$ cat config.mk
export PLATFORM = sky130hd
export DESIGN_NAME = cts_uart_tx
export DESIGN_NICKNAME = d
export VERILOG_FILES = /design/src/rtl/cts_uart_tx.sv
export SDC_FILE = /design/constraint.sdc
export NUM_CORES = 1
export LEC_CHECK = 0
export CAP_MARGIN = 20
export CELL_PAD_IN_SITES_DETAIL_PLACEMENT = 0
export CELL_PAD_IN_SITES_GLOBAL_PLACEMENT = 2
export CORE_AREA = 8 8 135 137
export CTS_CLUSTER_SIZE = 40
export DETAILED_ROUTE_END_ITERATION = 12
export DIE_AREA = 0 0 143 145
export PLACE_DENSITY = 0.72
export SYNTH_ARGS = -nofsm -noshare
export SYNTH_HDL_FRONTEND = slang
export SYNTH_SLANG_ARGS = --single-unit
$ cat constraint.sdc
create_clock -name clk -period 2.15 [get_ports clk]
set_input_delay 0.215 -clock clk [delete_from_list [all_inputs] [get_ports clk]]
set_output_delay 0.215 -clock clk [all_outputs]
set_load 0.01 [all_outputs]
$ cat src/rtl/cts_uart_tx.sv
module cts_uart_tx #(
  parameter int DATA_BITS     = 8,
  parameter int TICKS_PER_BIT = 16,
  parameter int FIFO_DEPTH    = 16
) (
  input  logic                 clk,
  input  logic                 rst_n,
  input  logic                 baud_tick,
  input  logic                 wr_en,
  input  logic [DATA_BITS-1:0] wr_data,
  output logic                 fifo_empty,
  output logic                 fifo_full,
  input  logic                 auto_cts_en,
  input  logic                 cts_n,
  output logic                 txd
);

  localparam int AW         = $clog2(FIFO_DEPTH);
  localparam int TW         = $clog2(TICKS_PER_BIT);
  localparam int FRAME_BITS = DATA_BITS + 2;
  localparam int BW         = $clog2(FRAME_BITS);
  localparam int MID_TICK   = TICKS_PER_BIT / 2 - 1;

  logic [DATA_BITS-1:0] mem [FIFO_DEPTH];
  logic [AW:0]          wp, rp;
  logic                 cts_m, cts_s;
  logic                 busy, hold;
  logic [BW-1:0]        bit_idx;
  logic [TW-1:0]        tick_cnt;
  logic [DATA_BITS-1:0] shreg;

  assign fifo_empty = (wp == rp);
  assign fifo_full  = (wp[AW] != rp[AW]) && (wp[AW-1:0] == rp[AW-1:0]);

  wire push      = wr_en && !fifo_full;
  wire cts_block = auto_cts_en && cts_s;
  wire last_tick = baud_tick && (tick_cnt == TW'(TICKS_PER_BIT - 1));
  wire bit_end   = busy && last_tick;
  wire in_stop   = (bit_idx == BW'(FRAME_BITS - 1));
  wire in_data   = (bit_idx != '0) && !in_stop;
  wire frame_end = bit_end && in_stop;
  wire mid_stop  = busy && baud_tick && in_stop && (tick_cnt == TW'(MID_TICK));
  wire pop       = !fifo_empty && (busy ? (frame_end && !hold) : !cts_block);

  assign txd = !busy || in_stop || (in_data && shreg[0]);

  always_ff @(posedge clk) begin
    if (push) mem[wp[AW-1:0]] <= wr_data;
  end

  always_ff @(posedge clk or negedge rst_n) begin
    if (!rst_n) begin
      cts_m <= 1'b1;
      cts_s <= 1'b1;
    end else begin
      cts_m <= cts_n;
      cts_s <= cts_m;
    end
  end

  always_ff @(posedge clk or negedge rst_n) begin
    if (!rst_n) begin
      wp       <= '0;
      rp       <= '0;
      busy     <= 1'b0;
      hold     <= 1'b0;
      bit_idx  <= '0;
      tick_cnt <= '0;
      shreg    <= '0;
    end else begin
      if (push) wp <= wp + 1'b1;
      if (pop)  rp <= rp + 1'b1;
      if (mid_stop) hold <= cts_block;
      if (pop) begin
        busy     <= 1'b1;
        bit_idx  <= '0;
        tick_cnt <= '0;
        shreg    <= mem[rp[AW-1:0]];
      end else if (frame_end) begin
        busy     <= 1'b0;
        bit_idx  <= '0;
        tick_cnt <= '0;
      end else if (busy && baud_tick) begin
        if (last_tick) begin
          tick_cnt <= '0;
          bit_idx  <= bit_idx + 1'b1;
          if (in_data) shreg <= shreg >> 1;
        end else begin
          tick_cnt <= tick_cnt + 1'b1;
        end
      end
    end
  end


  no_abort_chk: assert property (@(posedge clk) disable iff (!rst_n)
    busy && !frame_end |=> busy);


  bit_pace_chk: assert property (@(posedge clk) disable iff (!rst_n)
    busy && !baud_tick |=> busy && $stable(bit_idx) && $stable(tick_cnt));


  cts_stop_chk: assert property (@(posedge clk) disable iff (!rst_n)
    frame_end && hold |=> !busy);


  back_to_back_chk: assert property (@(posedge clk) disable iff (!rst_n)
    frame_end && !hold && !fifo_empty |=> busy && bit_idx == '0 && !txd);


  cts_ignored_chk: assert property (@(posedge clk) disable iff (!rst_n)
    !auto_cts_en && !busy && !fifo_empty |=> busy);


  no_overflow_chk: assert property (@(posedge clk) disable iff (!rst_n)
    (wp - rp) <= (AW+1)'(FIFO_DEPTH));


  sync_delay_chk: assert property (@(posedge clk) disable iff (!rst_n)
    auto_cts_en && !busy && !fifo_empty && cts_s |=> !busy);

endmodule

==> flow_summary.ini <==
[yosys]
synthTopCellsByCount = 128 x edfxtp_1, 31 x mux4_2, 28 x dfrtp_1, 20 x nand2_1, 18 x nand3_1
synth_seq_cells = 158
yosysTopAreaCellShare_pct = 57.9
ys.flop_type = edfxtp_1
synth-async-reset-ratio_pct = 19.0
avgSynthCellArea_um2 = 17.1
ys_types = 41
ys_warn_count = 0
yosysSeqAreaShare_pct = 69.2
synth_area_leaders = edfxtp_1 58%, dfrtp_1 11%, mux4_2 11%
synth_most_common_cell = edfxtp_1
yosys.area.top_type = edfxtp_1
postSynthCellCount = 389
synth-edff-count = 128
syn_nets = 412
netlist_area_um2 = 6640

[floorplan]
ios = 17
die_area_um2 = 20700
die_w_um = 143
core_area_um2 = 16200
num_rows = 47
die_h_um = 145
start_util_pct = 41.1

[timing]
setup-violations-final = 0
fmax_mhz = 510
relSlewSlack_pct = 52.4
finalHoldViolations = 0
drv_slew = 0
worst_slew_pin_slew_ns = 0.712
rsz0062_at_grt = false
clock-skew-final_ns = 0.00700
finalCritPeriodShare_pct = 91.1
fin_crit_ns = 1.96
fin_tns_setup_ns = 0

[drt]
wirelength_mm = 13.6
drtIter0Drc = 230
wire_per_inst_um = 20.3
dr.pass1.iters = 5
vias = 3529
drtAntennaViolNets = 0
vias_per_cell = 5.28
drc = 0

[pwr]
powerDensity_nw_per_um2 = 1020
peakVddDrop_v = 0.000610
power_mw = 8.03
p_leak_nw = 2.87

[clocking]
clkSlewWorstSetupHoldPaths_ns = 0.06
cts_root_buf = clkbuf_16
ctsHtreeMaxLevel = 4
numCtsBuffers = 17
cts_tree = done
postCtsSetupBuffers = 0
clk_latency_ns = 0.41
clock_sinks = 158
clockBufferDepth = 2
ctsHoldBuffers = 0

[grt]
grt_first_pass_wirelength_mm = 21.6
grt_pass1_vias = 3805
grt_max_degree = 36
grt_overflow = 0
track_usage_pct = 14.0
antenna_found_initial = 0

[status]
status = complete, no violations

[setup_path]
crit_fanout = 16
cp_slowest_stage_delay_ns = 0.56
startpoint_type = register
regToRegStartpoint = rp[0]
rr_worst_depth = 5
crit_path_end_kind = register
cp_slowest_cell = mux4_2
path_class = reg2reg
crit_chain = buf_12 > mux4_2 > mux2_2 > a22oi_2 > mux2i_1
worstPathArrival_ns = 2.25
crit_end = shreg[7]
startpoint = rp[0]
cp.required_ns = 2.44
rrSetupSlack_ns = 0.19
r2r_end = shreg[7]

[placed_design]
dpl.hpwl_mm = 9.20
place_congestion = 0.756
placed_cell_area_um2 = 7270
numPortBuffers = 16

[final_layout]
drive_gt1_share_pct = 26.1
final_area_um2 = 7890
syn2layout_area_growth_pct = 18.7
antenna_cells = 0
num-nets-final = 460

[hold_path]
min_path_type = in2async

[job]
drv_cap = 0
-- cells in the final DEF, fill, tap and decap left out, types with 4 or more instances in the layout --
| cell | n |
|---|---|
| a21oi_1 | 5 |
| a22oi_1 | 15 |
| and3_1 | 7 |
| buf_12 | 6 |
| buf_4 | 27 |
| clkbuf_16 | 18 |
| clkdlybuf4s50_1 | 13 |
| dfrtp_1 | 24 |
| dfrtp_2 | 4 |
| edfxtp_1 | 128 |
| ha_1 | 9 |
| inv_1 | 13 |
| mux2i_1 | 13 |
| mux4_2 | 31 |
| nand2_1 | 20 |
| nand3_1 | 18 |
| nor2_1 | 15 |
| nor3_1 | 6 |
| nor4_1 | 4 |
| o21ai_0 | 7 |
| o21ai_2 | 6 |
| xnor2_1 | 8 |
-- layer usage --
| metal | up-vias | wire [µm] | global-route usage, % |
|---|---|---|---|
| met2 | 90 | 6640 | 22.6 |
| met5 | - | 0 | 0 |
| met4 | 0 | 310 | 6.06 |
| met3 | 19 | 651 | 2.85 |
| met1 | 1808 | 6000 | 17.9 |
| li1 | 1612 | - | - |
-- how the worst min path moves through the flow --
| stage | from | slack [ns] | cells after the start | endpoint |
|---|---|---|---|---|
| after global routing | cts_n | 0.21 | 1 | cts_m |
| after CTS | cts_n | 0.20 | 1 | cts_m |
| after global placement | cts_m | 0.35 | 0 | cts_s |
| after detailed placement | cts_m | 0.35 | 0 | cts_s |
| after floorplan | rst_n | -0.08 | 0 | bit_idx[0] |
| final | rst_n | 0.19 | 2 | tick_cnt[0] |
-- cell families after synthesis --
kind of cell | share of synthesized area (%)
adder cells (fa/ha/maj) | 1.69
AND/OR/NAND/NOR | 6.31
AO/OA/AOI/OAI | 5.01
buffers and inverters | 2.81
multiplexers | 12.6
flip-flops | 69.2
XOR/XNOR | 2.35
-- registers in the layout (all words and copies together) (netlist names) --
| name | count |
|---|---|
| mem | 128 |
| shreg | 8 |
| rp | 5 |
| wp | 5 |
| bit_idx | 4 |
| tick_cnt | 4 |
| busy | 1 |
| cts_m | 1 |
| cts_s | 1 |
| hold | 1 |
-- worst max-delay path, delay by kind of cell (launching register included) --
| kind | cells | cell delay (ns) |
|---|---|---|
| mux | 3 | 0.96 |
| flops | 1 | 0.47 |
| buf+inv | 1 | 0.22 |
| compound gates | 1 | 0.20 |
-- area by class of cell --
cell class / instances / area (µm²)
repair buffers: 50 / 504
inverters: 13 / 48.8
flip-flops and latches: 158 / 4600
multi-input cells: 197 / 1880
clock buffers: 20 / 437
clock inverters: 11 / 144
fillers: 1348 / 8290
well taps: 220 / 275
-- where the power goes --
part / leakage, nW / switching, mW / internal (mW)
Combinational: 1.09 / 0.663 / 0.516
Sequential: 1.51 / 0.195 / 3.71
Clock: 0.274 / 1.14 / 1.81
-- stage by stage --
step	hold slack [ns]	worst slack [ns]	utilization, %	cells
after CTS	0.195	0.0114	48.6	668
after global routing	0.207	0.0313	48.8	669
after global placement	0.346	0.0465	44.9	637
after detailed placement	0.347	0.00314	44.9	637
final	0.195	0.191	48.8	669
after floorplan	-0.0806	-0.0154	-	389
-- repair_timing --
item                                    CTS  global route
cloned                                    0             1
gates resized for setup                   8             2
pin swaps                                 1             0
endpoints found under the setup margin   26            34
No activity file was read; power rests on OpenSTA's default activity.
